**src/rtl/sd_resp_check.sv**
```systemverilog
module sd_resp_check #(
  parameter int TIMEOUT = 64
) (
  input  logic         clk,
  input  logic         rst_n,
  input  logic         start,
  input  logic [5:0]   cmd_idx,
  input  logic [1:0]   resp_type,
  input  logic         chk_crc,
  input  logic         chk_idx,
  input  logic         chk_start,
  input  logic         chk_end,
  input  logic         chk_tbit,
  input  logic         sd_ce,
  input  logic         cmd_in,
  input  logic         ready_in,
  output logic         done,
  output logic [127:0] resp_data,
  output logic [6:0]   resp_crc,
  output logic         err_timeout,
  output logic         err_crc,
  output logic         err_index,
  output logic         err_start,
  output logic         err_end,
  output logic         err_tbit
);
  localparam int TW = $clog2(TIMEOUT + 1);

  typedef enum logic [1:0] {S_IDLE, S_WAIT, S_RX, S_BUSY} st_t;

  st_t          st;
  logic [1:0]   typ;
  logic [5:0]   idx_q;
  logic [4:0]   en_q;
  logic [TW-1:0] cnt;
  logic [7:0]   pos;
  logic [6:0]   crc;
  logic [127:0] sr;

  wire         long_r = (typ == 2'd1);
  wire [7:0]   last   = long_r ? 8'd135 : 8'd47;
  wire         in_crc = long_r ? (pos >= 8'd8 && pos <= 8'd127) : (pos <= 8'd39);
  wire         fb     = crc[6] ^ cmd_in;
  wire [6:0]   crc_nx = {crc[5:0], 1'b0} ^ (fb ? 7'h09 : 7'h00);
  wire [127:0] sr_nx  = {sr[126:0], cmd_in};

  assign resp_data = sr;
  assign resp_crc  = sr[7:1];

  always_ff @(posedge clk or negedge rst_n) begin
    if (!rst_n) begin
      st <= S_IDLE;
      typ <= 2'd0;
      idx_q <= 6'd0;
      en_q <= 5'd0;
      cnt <= '0;
      pos <= 8'd0;
      crc <= 7'd0;
      sr <= '0;
      done <= 1'b0;
      err_timeout <= 1'b0;
      err_crc <= 1'b0;
      err_index <= 1'b0;
      err_start <= 1'b0;
      err_end <= 1'b0;
      err_tbit <= 1'b0;
    end else begin
      done <= 1'b0;
      if (start) begin
        typ <= resp_type;
        idx_q <= cmd_idx;
        en_q <= {chk_tbit, chk_end, chk_start, chk_idx, chk_crc};
        cnt <= '0;
        pos <= 8'd0;
        crc <= 7'd0;
        sr <= '0;
        err_timeout <= 1'b0;
        err_crc <= 1'b0;
        err_index <= 1'b0;
        err_start <= 1'b0;
        err_end <= 1'b0;
        err_tbit <= 1'b0;
        if (resp_type == 2'd0) begin
          st <= S_IDLE;
          done <= 1'b1;
        end else begin
          st <= S_WAIT;
        end
      end else begin
        case (st)
          S_WAIT: if (sd_ce) begin
            if (!cmd_in) begin
              st <= S_RX;
              pos <= 8'd1;
              sr <= sr_nx;
              if (cnt == '0 && en_q[2]) err_start <= 1'b1;
            end else if (cnt == TW'(TIMEOUT - 1)) begin
              err_timeout <= 1'b1;
              done <= 1'b1;
              st <= S_IDLE;
            end else begin
              cnt <= cnt + 1'b1;
            end
          end
          S_RX: if (sd_ce) begin
            sr <= sr_nx;
            pos <= pos + 8'd1;
            if (in_crc) crc <= crc_nx;
            if (pos == 8'd1 && cmd_in && en_q[4]) err_tbit <= 1'b1;
            if (pos == last) begin
              if (en_q[3] && !cmd_in) err_end <= 1'b1;
              if (en_q[0] && sr_nx[7:1] != crc) err_crc <= 1'b1;
              if (en_q[1] && !long_r && sr_nx[45:40] != idx_q) err_index <= 1'b1;
              if (typ == 2'd3) begin
                st <= S_BUSY;
              end else begin
                st <= S_IDLE;
                done <= 1'b1;
              end
            end
          end
          S_BUSY: if (ready_in) begin
            done <= 1'b1;
            st <= S_IDLE;
          end
          default: ;
        endcase
      end
    end
  end
endmodule

```
**config.mk**
```make
export PLATFORM = sky130hd
export DESIGN_NAME = sd_resp_check
export DESIGN_NICKNAME = d
export VERILOG_FILES = /design/src/rtl/sd_resp_check.sv
export SDC_FILE = /design/constraint.sdc
export NUM_CORES = 1
export LEC_CHECK = 0
export ABC_AREA = 1
export BUFFER_PORTS_ARGS = -buffer_cell sky130_fd_sc_hd__buf_4
export CORE_MARGIN = 2
export CORE_UTILIZATION = 60
export CTS_BUF_LIST = sky130_fd_sc_hd__clkbuf_4 sky130_fd_sc_hd__clkbuf_8
export DETAILED_ROUTE_END_ITERATION = 7
export PLACE_DENSITY = 0.9
export SYNTH_ARGS = -nofsm -noshare
export SYNTH_HDL_FRONTEND = slang
export SYNTH_SLANG_ARGS = --single-unit
```
**constraint.sdc**
```tcl
create_clock -name clk -period 4.55 [get_ports clk]
set_clock_uncertainty 0.05 [all_clocks]
set_input_delay 0.2275 -clock clk [delete_from_list [all_inputs] [get_ports clk]]
set_output_delay 0.2275 -clock clk [all_outputs]
set_load 0.1 [all_outputs]
```
==> results of run 1 <==
per-stage QoR:
stage                util  cell area, sq um
floorplan               -              7660
global placement    0.706              8840
detailed placement  0.706              8840
CTS                 0.744              9310
global route        0.744              9310
finish              0.744              9310
area by class of cell:
type	instances	area, sq um
Clock buffer	22	284
Clock inverter	7	43.8
Fill cell	890	3210
Inverter	122	460
Multi-Input combinational cell	507	2600
Sequential cell	172	4300
Tap cell	172	215
Timing Repair Buffer	181	1400
per-layer routing:
metal | GRT usage | vias to the layer above | share of wire
li1 | - | 3082 | -
met1 | 0.385 | 3208 | 0.42
met2 | 0.455 | 313 | 0.50
met3 | 0.0556 | 41 | 0.061
met4 | 0.106 | 0 | 0.023
met5 | 0 | - | 0
state kept, by name, summed over array words and instances, names as in the netlist, 2 cells and up:
register and count:
pos 8, st 2, crc 7, idx_q 6, typ 2, cnt 7, resp_data 128, en_q 5
power breakdown:
part | switching [mW] | internal (mW) | leakage, nW | total [mW]
clock network | 0.520 | 0.413 | 0.171 | 0.932
registers | 0.0395 | 1.57 | 2.37 | 1.61
logic | 0.484 | 0.132 | 1.96 | 0.616
layout by cell type, fill, tap and decap left out, types with 4 or more instances in the layout:
master,n
nand2_1,179
dfrtp_1,172
buf_4,166
inv_1,118
o21ai_0,98
nand3_1,81
o31ai_1,52
nor2_1,28
a21oi_1,20
clkbuf_8,19
dlygate4sd3_1,14
o31ai_2,9
ha_1,9
nor3_1,8
nand4_1,5
clkinv_2,4
worst reg2reg max path, cell delays in order (launching register included):
cell	delay, ps
dfrtp_1	420
inv_1	90
ha_1	250
inv_2	100
nand2_1	80
nand2_2	120
o21ai_4	70
inv_4	630
buf_4	490
nand2_1	120
o31ai_1	100
cell families (layout without fill, tap and decap cells):
kind of cell / Yosys count / in the layout
AND/OR/NAND/NOR: 308 / 308
AO/OA/AOI/OAI: 185 / 185
adder cells (fa/ha/maj): 9 / 9
buffers and inverters: 180 / 332
XOR/XNOR: 5 / 5
flip-flops: 172 / 172
path summary, 6_finish.rpt:
check / endpoint / slack [ps] / depth (start not counted)
worst min register to register: typ[0] / 450 / 2
worst min-delay path: err_tbit / 40 / 3
min in group asynchronous: resp_data[115] / 360 / 2
worst max register to register: resp_data[57] / 1930 / 10
worst max-delay path: resp_data[57] / 1930 / 10
max in group asynchronous: idx_q[1] / 3040 / 3
==> flow_summary.toml, run 1 <==
[outcome]
status = "finished clean"

[grt]
grt_pass1_vias = 6194
grt_max_degree = 101
grt_usage = 0.283
grt_pass1_wl_um = 30300
antenna_found_initial = 0
grt-ovfl-total = 0

[timing]
tightest_slew_ps = 1050
fin_ws_ps = 1930
period_needed_ps = 2620
hold_viol_final = 0
slew_headroom = 0.298
fmax_mhz = 381
rsz0062_at_grt = "no"
setup_viol = 0
whs_ps = 43.7
slew_violations = 0
fin_setup_tns_ps = 0
min_period_over_period = 0.577

[power_and_ir_drop]
power.density_nw_per_um2 = 339
p_leak_nw = 4.49
ir_worst_vdd_mv = 0.277
finalPower_mw = 3.16

[yosys]
synth_xor_area_frac = 0.00572
yosys_warnings = 0
netlist_instances = 859
synth_top_family_by_area = "simple AND/OR/NAND/NOR gates"
synth.most_common_cell = "nand2_1"
synth-async-reset-ratio = 1.00
synth.distinct_cells = 28
yosysTopAreaCell = "dfrtp_1"
avgSynthCellArea_sq_um = 8.92
synth_top_area_frac = 0.562
synthFlopType = "dfrtp_1"
synthMuxAreaShare = 0
synth_compound_area_frac = 0.149
synthAdderAreaFrac = 0.0147
synth_area_sq_um = 7660
seq_area_frac_synth = 0.562
synth-seq-cells = 172
synthSimpleGateAreaFrac = 0.169
yosys-top-cells-area = "dfrtp_1, nand2_1, o21ai_0"
synth-edff-count = 0
synth.net_count = 887
synthTopCellsByCount = "nand2_1, dfrtp_1, inv_1, o21ai_0, nand3_1"

[critical_path]
critPathRequiredTime_ps = 4850
cp-startpoint = "st[0]"
cp_top_family = "buffers and inverters"
cpPeakStageDelay_ps = 630
crit_top_cell = "nand2_1"
crit_chain = "inv_1, ha_1, inv_2, nand2_1, nand2_2, o21ai_4, inv_4, buf_4, nand2_1, o31ai_1"
crit_path_end_kind = "flop"
crit_buf_inv = 4
r2r-start = "st[0]"
critPathSlowestCell = "inv_4"
cp.arrival_ps = 2920
startpoint_type = "flop"
path_class = "reg -> reg"
cp_max_fo = 88

[cells_and_area]
fin_nets = 1029
layout-drive-gt1-share = 0.212
syn_to_final_growth_pct = 21.5
antenna_cells = 0
fin_cells = 1183

[die]
start_util = 0.612
core_sq_um = 12500
io_pins = 161
rows = 41
die_y_um = 117
die_area_sq_um = 13700
fp.dieW_um = 117

[clock_network]
cts_num_sinks = 172
clkSlewWorstSetupHoldPaths_ps = 90
cts_tree = "done"
cts_resized = 0
htree_levels = 4
ctsHoldBuffers = 14
root_buffer = "clkbuf_8"
cts_made_buffers = 17
cts_buffer_depth = 2
cts_setup_buffers = 0
insertion_delay_ps = 460

[worst_hold_path]
min-delay-start = "cmd_in"
hold_path_class = "in -> reg"

[place]
pre_cts_slack_ps = 1960
gp_congestion = 0.918
io_buffers = 160
placed_cells = 1140
hpwl_um = 11700

[routing]
drt_iter0_markers = 720
drc = 0
vias_per_cell = 5.62
antenna_left = 0
via_count = 6644
drtPass1Iterations = 6
wl_um = 18300
wl_per_cell_um = 15.5

[job]
maxCapViolCount = 0
No activity file was read; power rests on OpenSTA's default activity.
==> run 2: changes to the inputs <==
- CORE_UTILIZATION: 60 -> 57
- PLACE_DENSITY: 0.9 -> 0.87
- clock period: 4.55 -> 2.6 ns (I/O delays scaled with it)
==> run 2 against run 1 <==
Net effect: critical endpoint is now pos[7]; global-route usage fell by 1.3 points; sequential power up 75%; clock power up 100%; highest routed layer unchanged; sequential share of layout area down 0.87 points; first-iteration DRC count is 4.7% higher; power grew 84%.
==> flow_summary.toml, run 2 (synthesis results as in run 1) <==
[power_and_ir_drop]
p_leak_nw = 4.57
p_sw_mw = 1.87
seqPwrFrac = 0.483
p_int_mw = 3.94
pwr-share-clk = 0.324
switching_share = 0.322
p_comb_frac = 0.192
power.density_nw_per_um2 = 613
ir_worst_vdd_mv = 0.458

[clock_network]
clkSlewWorstSetupHoldPaths_ps = 80
cts_made_buffers = 17
cts_num_sinks = 172
root_buffer = "clkbuf_8"
cts_setup_buffers = 0
insertion_delay_ps = 460
cts_tree = "done"
cts_buffer_depth = 2
htree_levels = 4

[job]
maxCapViolCount = 0

[place]
gp_congestion = 0.897
io_buffers = 160
hpwl_um = 11700
placed_cells = 1149
place_area_sq_um = 8910

[timing]
setup_viol = 0
min_period_over_period = 0.903
hold_viol_final = 0
period_needed_ps = 2350
fmax_mhz = 426
slew_headroom = 0.512
tightest_slew_ps = 732
fin_setup_tns_ps = 0
slew_violations = 0
rsz0062_at_grt = "no"

[grt]
grt_usage = 0.270
grt-ovfl-total = 0
grt_max_degree = 77
grt_pass1_wl_um = 30800
antenna_found_initial = 0
grt_pass1_vias = 6197

[cells_and_area]
design_area_sq_um = 9490
fin_cells = 1198
largest_register_ffs = 128
layout_common_cells = "nand2_1, dfrtp_1, buf_4, inv_1, o21ai_0"
antenna_cells = 0
final_common_cell = "nand2_1"
fin_nets = 1038
syn_to_final_growth_pct = 23.9
layout-drive-gt1-share = 0.216

[critical_path]
crit_path_end_kind = "flop"
cp.arrival_ps = 2640
startpoint_type = "flop"
crit_buf_inv = 3
r2r_end = "pos[7]"
reg2reg_depth = 10
ff2ff_setup_slack_ps = 250
crit_chain = "inv_1, ha_1, inv_2, nand2_1, nand2_2, o21ai_4, buf_4, nand2_1, o21ai_0, nor3_1"
cpPeakStageDelay_ps = 610
cp_top_family = "buffers and inverters"
crit_top_cell = "nand2_1"
critPathSlowestCell = "buf_4"
critPathRequiredTime_ps = 2890
path_class = "reg -> reg"
r2r-start = "st[0]"
cp_max_fo = 76

[routing]
drt_iter0_markers = 754
wl_per_cell_um = 15.5
vias_per_cell = 5.48
drc = 0
via_count = 6571
wl_um = 18600
antenna_left = 0
drtPass1Iterations = 5

[worst_hold_path]
min-delay-start = "sd_ce"
hold_path_class = "in -> reg"
whs_path_depth = 4
hold_end = "cnt[6]"

[die]
start_util = 0.581
die_y_um = 120
die_area_sq_um = 14400
rows = 42
io_pins = 161
fp.dieW_um = 120
core_sq_um = 13200

[outcome]
status = "finished clean"
[run 2: per-stage QoR]
stage	hold slack, ps	setup WS [ps]	power [mW]	utilization
floorplan	-216	846	3.66	-
global route	90.6	58.9	6.09	0.719
finish	64.6	252	5.81	0.719
global placement	92.8	314	3.92	0.675
CTS	28.1	264	5.83	0.719
detailed placement	86.6	260	3.95	0.675
[run 2: routing by layer]
metal / up-vias / GRT usage / wire length (um)
met5: - / 0 / 0
met4: 0 / 0.0882 / 372
met3: 31 / 0.0580 / 1170
met2: 276 / 0.420 / 8940
met1: 3161 / 0.381 / 8100
li1: 3103 / - / -
[run 2: layout make-up]
cell class	instances	area (sq um)
well taps	176	220
inverters	122	460
fillers	983	3700
clock inverters	10	115
multi-input cells	507	2600
flip-flops and latches	172	4300
repair buffers	190	1500
clock buffers	21	283
[run 2: power groups by stage]
stage	Sequential, mW	Clock [mW]	Combinational, mW
CTS	2.81	1.91	1.11
floorplan	2.97	0	0.685
detailed placement	2.86	0	1.08
global placement	2.86	0	1.07
global route	2.82	2.03	1.24
finish	2.81	1.88	1.12
[run 2: worst max path at each step]
stage / from / to / slack, ps / cells after the start
6_report: st[0] / pos[7] / 250 / 10
5_1_grt: st[0] / pos[7] / 60 / 10
4_1_cts: st[0] / pos[7] / 260 / 10
3_5_place_dp: st[0] / pos[7] / 260 / 10
3_3_place_gp: st[0] / pos[7] / 310 / 10
2_1_floorplan: resp_data[2] / err_crc / 850 / 10
[run 2: worst reg2reg max path: stages, from the launching register on]
cell,delay [ps]
dfrtp_1,420
inv_1,100
ha_1,230
inv_2,80
nand2_1,90
nand2_2,90
o21ai_4,170
buf_4,610
nand2_1,150
o21ai_0,180
nor3_1,70
[run 2: timing repair]
action | in CTS | in global routing
resized for setup | 0 | 0
hold buffers | 18 | 0
endpoints found under the hold margin | 75 | 0
==> run 3: changes to the inputs <==
- CORE_ASPECT_RATIO: unset -> 0.7
==> run 3 against run 2 <==
Net effect: wire length grew 0.91%; flip-flop and latch count is the same; utilization grew 0.64 points; setup slack gained 110 ps; first-iteration DRC count shrank 30%; sequential share of layout area shrank 0.22 points; fmax grew 4.9%; cell count shrank 0.75%; register-to-register slack gained 110 ps; final area grew 0.49%; sequential power is essentially flat; largest power group unchanged; die area grew 0.10%.
==> flow_summary.toml, run 3 (synthesis results as in run 1) <==
[cells_and_area]
largest_register_ffs = 128
multiInputGateArea_sq_um = 2600
layout-drive-gt1-share = 0.217
num-fill-cells = 970
fin_nets = 1038
antenna_cells = 0
layout_common_cells = "nand2_1, dfrtp_1, buf_4, inv_1, o21ai_0"
final_common_cell = "nand2_1"
fin_cells = 1189
seqCellArea_sq_um = 4300
syn_to_final_growth_pct = 24.5

[outcome]
status = "finished clean"

[critical_path]
startpoint_type = "flop"
cpPeakStageDelay_ps = 590
ff2ff_setup_slack_ps = 360
cp_max_fo = 4
cp.arrival_ps = 2530
crit_chain = "ha_1, a21oi_1, dlygate4sd3_1, a21oi_1, dlygate4sd3_1"
critPathSlowestCell = "dlygate4sd3_1"
path_class = "reg -> reg"
crit_path_end_kind = "flop"
reg2reg_depth = 5
critPathRequiredTime_ps = 2890

[clock_network]
cts_tree = "done"
insertion_delay_ps = 450
htree_levels = 4
cts_made_buffers = 17
cts_num_sinks = 172
cts_buffer_depth = 2
clkSlewWorstSetupHoldPaths_ps = 100
cts_setup_buffers = 0
root_buffer = "clkbuf_8"

[job]
maxCapViolCount = 0

[power_and_ir_drop]
p_leak_nw = 4.60
ir_worst_vdd_mv = 0.342
power.density_nw_per_um2 = 622
finalPower_mw = 5.93

[die]
start_util = 0.583
die_area_sq_um = 14400
die_y_um = 101
fp.dieW_um = 143
rows = 35
io_pins = 161
core_sq_um = 13100

[worst_hold_path]
hold_path_class = "in -> reg"
whs_path_depth = 4

[timing]
period_needed_ps = 2240
hold_viol_final = 0
rsz0062_at_grt = "no"
slew_violations = 0
slew_headroom = 0.602
whs_ps = 29.6
fin_setup_tns_ps = 0
min_period_over_period = 0.861
setup_viol = 0
tightest_slew_ps = 596
fmax_mhz = 447

[grt]
grt_max_degree = 77
grt_pass1_vias = 6047
grt_pass1_wl_um = 30700
antenna_found_initial = 0
grt_usage = 0.271
grt-ovfl-total = 0

[place]
gp_congestion = 0.855
io_buffers = 160
hpwl_um = 12000
placed_cells = 1139

[routing]
drc = 0
wl_um = 18800
via_count = 6564
vias_per_cell = 5.52
antenna_left = 0
wl_per_cell_um = 15.8
drt_iter0_markers = 531
drtPass1Iterations = 5
run 3: final timing paths:
kind	from	endpoint
max in group asynchronous	rst_n	resp_data[97]
setup / recovery	st[0]	done
min in group asynchronous	rst_n	resp_data[116]
setup reg to reg	st[0]	done
hold / removal	start	crc[4]
hold reg to reg	err_crc	err_crc
run 3: cell type report:
cell class,count,share of cell area
flip-flops and latches,172,0.452
multi-input cells,507,0.273
repair buffers,190,0.161
inverters,122,0.0483
clock buffers,20,0.0282
well taps,166,0.0218
clock inverters,12,0.0158
run 3: power breakdown:
part / total, mW / internal, mW / switching [mW]
logic: 1.15 / 0.285 / 0.868
registers: 2.81 / 2.75 / 0.0615
clock network: 1.97 / 0.944 / 1.02
run 3: worst max-delay path: cells and delay by family (launching register included):
| kind | cells | cell delay (ps) |
|---|---|---|
| flip-flops | 1 | 430 |
| buffers and inverters | 2 | 1140 |
| AO/OA/AOI/OAI | 2 | 270 |
| adder cells (fa/ha/maj) | 1 | 250 |
run 3: metrics by stage:
stage          cell area, sq um  setup WS [ps]   util
3_5_place_dp               8930            515  0.680
6_report                   9530            362  0.726
2_1_floorplan              7660            846      -
5_1_grt                    9530            175  0.726
4_1_cts                    9530            439  0.726
3_3_place_gp               8930            638  0.680
run 3: what timing repair did:
item	in CTS	in global routing
hold endpoints to repair	77	0
resized for setup	0	0
hold buffers	18	0
run 3: metal layers:
metal | track usage | wire, um | part of all wire
met1 | 0.404 | 8420 | 0.45
met2 | 0.409 | 8630 | 0.46
met3 | 0.0622 | 1520 | 0.081
met4 | 0.0617 | 187 | 0.010
met5 | 0 | 0 | 0
